### src/rtl/mwdPkg.sv
package mwdPkg;
  // configuration-load strobes passed from control to datapath
  typedef struct packed {
    logic loadLo;
    logic loadHi;
  } cfgStrobe_t;
endpackage

### src/rtl/mwdCtrl.sv
module mwdCtrl
  import mwdPkg::*;
#(
  parameter int LAT = 5
) (
  input  logic           clk,
  input  logic           rstN,
  input  logic           inValid,
  input  logic           coefLoWr,
  input  logic           coefHiWr,
  output cfgStrobe_t     strobe,
  output logic [LAT-1:0] stageEn,
  output logic           outValid
);
  logic [LAT-1:0] vReg;

  always_ff @(posedge clk or negedge rstN) begin
    if (!rstN) vReg <= '0;
    else       vReg <= {vReg[LAT-2:0], inValid};
  end

  always_comb begin
    strobe.loadLo = coefLoWr;
    strobe.loadHi = coefHiWr;
    stageEn       = {vReg[LAT-2:0], inValid};
  end

  assign outValid = vReg[LAT-1];
endmodule

### src/rtl/mwdDatapath.sv
module mwdDatapath
  import mwdPkg::*;
#(
  parameter int MUL_LAT = 4,
  parameter int DIFF_W  = 17,
  parameter int SUM_W   = 24,
  parameter int COEF_W  = 24,
  parameter int CFG_W   = 16,
  parameter int OUT_W   = 24,
  parameter int PROD_LO = 16
) (
  input  logic                     clk,
  input  logic                     rstN,
  input  cfgStrobe_t               strobe,
  input  logic [MUL_LAT:0]         stageEn,
  input  logic [CFG_W-1:0]         cfgWord,
  input  logic signed [DIFF_W-1:0] inDiff,
  input  logic [SUM_W-1:0]         inSum,
  output logic [COEF_W-1:0]        coefVal,
  output logic [OUT_W-1:0]         outResult
);
  localparam int PROD_W  = SUM_W + COEF_W;
  localparam int HI_W    = COEF_W - CFG_W;
  localparam int FRAC_W  = OUT_W - DIFF_W;
  localparam int SCALE_W = OUT_W - 1;
  localparam int PSTAGES = MUL_LAT - 1;

  logic [COEF_W-1:0] coefReg;
  logic [SUM_W-1:0]  opSum;
  logic [COEF_W-1:0] opCoef;
  logic [PROD_W-1:0] prodPipe [PSTAGES];
  logic [DIFF_W-1:0] diffPipe [MUL_LAT];
  logic [OUT_W-1:0]  scaledTerm;
  logic [OUT_W-1:0]  diffAligned;
  logic [OUT_W-1:0]  sumNext;

  // coefficient halves
  always_ff @(posedge clk or negedge rstN) begin
    if (!rstN) begin
      coefReg <= '0;
    end else begin
      if (strobe.loadLo) coefReg[CFG_W-1:0]      <= cfgWord;
      if (strobe.loadHi) coefReg[COEF_W-1:CFG_W] <= cfgWord[HI_W-1:0];
    end
  end

  // multiplier pipeline and matched difference delay
  always_ff @(posedge clk or negedge rstN) begin
    if (!rstN) begin
      opSum     <= '0;
      opCoef    <= '0;
      outResult <= '0;
      for (int j = 0; j < PSTAGES; j++) prodPipe[j] <= '0;
      for (int j = 0; j < MUL_LAT; j++) diffPipe[j] <= '0;
    end else begin
      if (stageEn[0]) begin
        opSum       <= inSum;
        opCoef      <= coefReg;
        diffPipe[0] <= inDiff;
      end
      if (stageEn[1]) prodPipe[0] <= opSum * opCoef;
      for (int j = 1; j < PSTAGES; j++)
        if (stageEn[j+1]) prodPipe[j] <= prodPipe[j-1];
      for (int j = 1; j < MUL_LAT; j++)
        if (stageEn[j]) diffPipe[j] <= diffPipe[j-1];
      if (stageEn[MUL_LAT]) outResult <= sumNext;
    end
  end

  always_comb begin
    scaledTerm  = {1'b0, prodPipe[PSTAGES-1][PROD_LO+SCALE_W-1:PROD_LO]};
    diffAligned = {diffPipe[MUL_LAT-1], {FRAC_W{1'b0}}};
    sumNext     = diffAligned + scaledTerm;
  end

  assign coefVal = coefReg;
endmodule

### src/rtl/mwdCombiner.sv
module mwdCombiner
  import mwdPkg::*;
#(
  parameter int MUL_LAT = 4,
  parameter int DIFF_W  = 17,
  parameter int SUM_W   = 24,
  parameter int COEF_W  = 24,
  parameter int CFG_W   = 16,
  parameter int OUT_W   = 24,
  parameter int PROD_LO = 16
) (
  input  logic              clk,
  input  logic              rstN,
  input  logic              coefLoWr,
  input  logic              coefHiWr,
  input  logic [CFG_W-1:0]  cfgWord,
  input  logic              inValid,
  input  logic [DIFF_W-1:0] inDiff,
  input  logic [SUM_W-1:0]  inSum,
  output logic              outValid,
  output logic [OUT_W-1:0]  outResult
);
  localparam int LAT = MUL_LAT + 1;

  cfgStrobe_t        strobe;
  logic [LAT-1:0]    stageEn;
  logic [COEF_W-1:0] coefVal;

  mwdCtrl #(.LAT(LAT)) ctrl_i (
    .clk(clk), .rstN(rstN), .inValid(inValid),
    .coefLoWr(coefLoWr), .coefHiWr(coefHiWr),
    .strobe(strobe), .stageEn(stageEn), .outValid(outValid)
  );

  mwdDatapath #(
    .MUL_LAT(MUL_LAT), .DIFF_W(DIFF_W), .SUM_W(SUM_W), .COEF_W(COEF_W),
    .CFG_W(CFG_W), .OUT_W(OUT_W), .PROD_LO(PROD_LO)
  ) dp_i (
    .clk(clk), .rstN(rstN), .strobe(strobe), .stageEn(stageEn),
    .cfgWord(cfgWord), .inDiff(inDiff), .inSum(inSum),
    .coefVal(coefVal), .outResult(outResult)
  );
endmodule

### config.mk
export PLATFORM = sky130hd
export DESIGN_NAME = mwdCombiner
export DESIGN_NICKNAME = d
export VERILOG_FILES = /design/src/rtl/mwdPkg.sv /design/src/rtl/mwdCtrl.sv /design/src/rtl/mwdDatapath.sv /design/src/rtl/mwdCombiner.sv
export SDC_FILE = /design/constraint.sdc
export NUM_CORES = 2
export LEC_CHECK = 0
export ABC_CLOCK_PERIOD_IN_PS = 7540
export BUFFER_PORTS_ARGS = -buffer_cell sky130_fd_sc_hd__clkbuf_2
export CORE_UTILIZATION = 30
export CTS_CLUSTER_SIZE = 24
export DETAILED_ROUTE_END_ITERATION = 16
export GPL_TIMING_DRIVEN = 1
export SKIP_LAST_GASP = 1
export SLEW_MARGIN = 20
export SYNTH_ARGS = -nofsm -noshare
export SYNTH_HDL_FRONTEND = slang
export SYNTH_SLANG_ARGS = --single-unit
export TNS_END_PERCENT = 1
### constraint.sdc
create_clock -name clk -period 7.54 [get_ports clk]
set_clock_uncertainty 0.2 [all_clocks]
set_input_delay 0.754 -clock clk [delete_from_list [all_inputs] [get_ports clk]]
set_output_delay 0.754 -clock clk [all_outputs]
set_load 0.02 [all_outputs]
==> results.json <==
{
  "first_global_vias": 18000,
  "synth_area_leaders": "fa_1 (35%), dfrtp_1 (23%), mux2_2 (9.5%)",
  "firstDrtPassIters": 5,
  "final_cell_area_mm2": 0.0287,
  "fp.dieH_um": 295,
  "synth_compound_area_share_pct": 2.55,
  "fillCellCount": 8539,
  "placed_area_mm2": 0.0277,
  "core_area_mm2": 0.0842,
  "clk_latency_ns": 0.56,
  "worst-setup-path-type": "reg2reg",
  "cts_max_level": 1,
  "synth_cell_type_count": 47,
  "fin_crit_ns": 7.26,
  "ff_latch_area_mm2": 0.00599,
  "post-route-drc-count": 0,
  "synth_top_area_share_pct": 34.9,
  "cts_tree": "built",
  "synth-main-ff-cell": "dfrtp_1",
  "synthArstFlopShare_pct": 100,
  "layout_commonest_cell": "inv_1",
  "synthCells": 2430,
  "ctsHoldBuffers": 0,
  "drt-total-wl_um": 61600,
  "fmax_mhz": 138,
  "viasPerCell": 4.43,
  "clkTransAtPathRegs_ns": 0.07,
  "synth-seq-cells": 238,
  "cp.arrival_ns": 7.50,
  "gr-total-overflow": 0,
  "post_route_cells_drive_above_1_share_pct": 18.1,
  "vias": 16200,
  "grt_usage_pct": 15.0,
  "dieArea_mm2": 0.0867,
  "row_count": 106,
  "cts_made_buffers": 26,
  "synth_xor_area_share_pct": 1.81,
  "status": "finished, final reports clean",
  "num_io_pins": 87,
  "start_kind": "flip-flop",
  "drtAntennaViolNets": 0,
  "synth_edf_count": 0,
  "fp.dieW_um": 295,
  "r2r_slack_ns": 0.28,
  "antenna_found_initial": 3,
  "initial_core_util_pct": 30.5,
  "grt_pass1_wl_um": 102000,
  "place_congestion": 0.846,
  "final_cell_mix": "inv_1 (506), fa_1 (448), nand2_1 (279), and2_1 (276), mux2_2 (217)",
  "dp.final_hpwl_um": 48700,
  "syn_area_per_cell_um2": 10.6,
  "hp-class": "in2async",
  "finalSetupViolCount": 0,
  "slew_headroom_pct": 29.6,
  "clock-root-buffer": "clkbuf_16",
  "synth_adder_area_share_pct": 41.7,
  "yosys.area_share.simple_pct": 11.9,
  "nets": 3152,
  "areaGrowthSynthToFinish_pct": 11.7,
  "syn_nets": 3079,
  "yosysWarnings": 0,
  "grt_max_degree": 153,
  "worst_pin_slew_ns": 1.06,
  "path_max_fanout": 13,
  "hold_violations": 0,
  "endpoint_kind": "flip-flop",
  "drtIter0Drc": 901,
  "post-route-period-util_pct": 96.3,
  "wire_per_inst_um": 16.8,
  "drv_slew": 0,
  "cap_violations": 0,
  "numPortBuffers": 86,
  "rsz0062_at_grt": "yes",
  "clkSinkCount": 238,
  "synthMuxAreaShare_pct": 9.66,
  "synth_top_cell_by_area": "fa_1",
  "crit_required_ns": 7.78,
  "clk_path_buf_depth": 3,
  "multi_input_area_mm2": 0.0174,
  "syn_area_mm2": 0.0257,
  "ys_seq_area_share_pct": 23.2,
  "synth_top_family_by_area": "adder cells"
}
## registers in the layout, indices dropped and copies added (netlist names)
register / count
dp_i.diffAligned: 17
dp_i.diffPipe: 51
dp_i.opCoef: 24
dp_i.coefVal: 24
ctrl_i.vReg: 5
dp_i.outResult: 24
dp_i.prodPipe: 69
dp_i.opSum: 24
## layout make-up
type,count,area share [%]
Clock buffer,37,2.62
Multi-Input combinational cell,1567,60.6
Antenna cell,1,0.00873
Timing Repair Buffer,164,3.77
Tap cell,1134,4.95
Clock inverter,11,0.567
Inverter,506,6.62
Sequential cell,238,20.9
## logic make-up after synthesis
group | Yosys count
buffers and inverters | 625
and+or+nand+nor | 612
adders and majority gates | 587
DFF | 238
muxes | 220
AOI/OAI and AO/OA | 95
xor gates and xnor gates | 53
## final timing paths
path                       cells past startpoint              start                   end
setup / recovery                              22    dp_i.opCoef[11]    dp_i.prodPipe[131]
hold / removal                                 1               rstN  dp_i.diffAligned[23]
setup reg to reg                              22    dp_i.opCoef[11]    dp_i.prodPipe[131]
hold reg to reg                                1  dp_i.diffPipe[54]     dp_i.diffPipe[37]
max in group asynchronous                      2               rstN       dp_i.opCoef[10]
min in group clk                               2           inSum[2]         dp_i.opSum[2]
## worst max-delay path: stages (launching register included)
cell and delay (ns):
dfrtp_1 0.56, buf_4 0.29, and2_1 0.16, fa_1 0.48, inv_1 0.06, fa_1 0.55, inv_1 0.07, fa_1 0.51
fa_1 0.59, fa_1 0.44, fa_1 0.51, fa_1 0.41, ha_1 0.34, a21o_1 0.20, a21o_1 0.19, a21oi_1 0.18
o22ai_1 0.11, and2_1 0.18, a31o_2 0.24, o41a_1 0.36, a21oi_2 0.18, xnor2_1 0.07, mux2_2 0.27
## cell usage after synthesis (2+ instances only)
cell type	count
inv_1	506
fa_1	448
nand2_1	279
and2_1	276
dfrtp_1	238
mux2_2	217
ha_1	139
clkbuf_1	115
xnor2_1	44
a21oi_1	32
nor2_1	22
a21o_1	10
nand3_1	9
o21ai_0	9
xor2_1	9
o21ai_1	8
nor3_1	7
a211oi_1	4
buf_1	4
nand2b_1	4
nor2b_1	4
o21a_1	4
o21bai_1	4
and3_1	3
nand4_1	3
a2111oi_4	2
a211o_1	2
a21oi_2	2
a31oi_1	2
mux2i_1	2
nand4b_1	2
o2111ai_1	2
o211ai_1	2
o31ai_1	2
or3_1	2
## per-layer routing
| metal | global-route usage, % | part of all wire (%) | vias to the layer above |
|---|---|---|---|
| li1 | - | - | 7418 |
| met1 | 19.3 | 42 | 8408 |
| met2 | 26.6 | 51 | 291 |
| met3 | 1.73 | 3.9 | 82 |
| met4 | 4.28 | 2.8 | 4 |
| met5 | 0 | 0.036 | - |
## metrics by stage
step	utilization (%)	instances	setup WS [ns]	hold slack [ns]	TNS, ns
finish	34.1	3658	0.282	0.00958	0
global route	34.0	3657	-0.00905	0.0393	-0.00905
CTS	34.0	3655	0.0329	0.0183	0
detailed placement	32.9	3607	0.0581	0.291	0
global placement	32.9	3607	0.0948	0.287	0
floorplan	-	2430	0.646	0.152	0
## repair_timing
item	in CTS	in global routing
gates resized for setup	0	24
endpoints found under the setup margin	0	8
buffers inserted	0	2
Power is left out: the tool's default activity adds up to more than one toggle a clock period on the data nets, which glitch-free logic cannot reach.
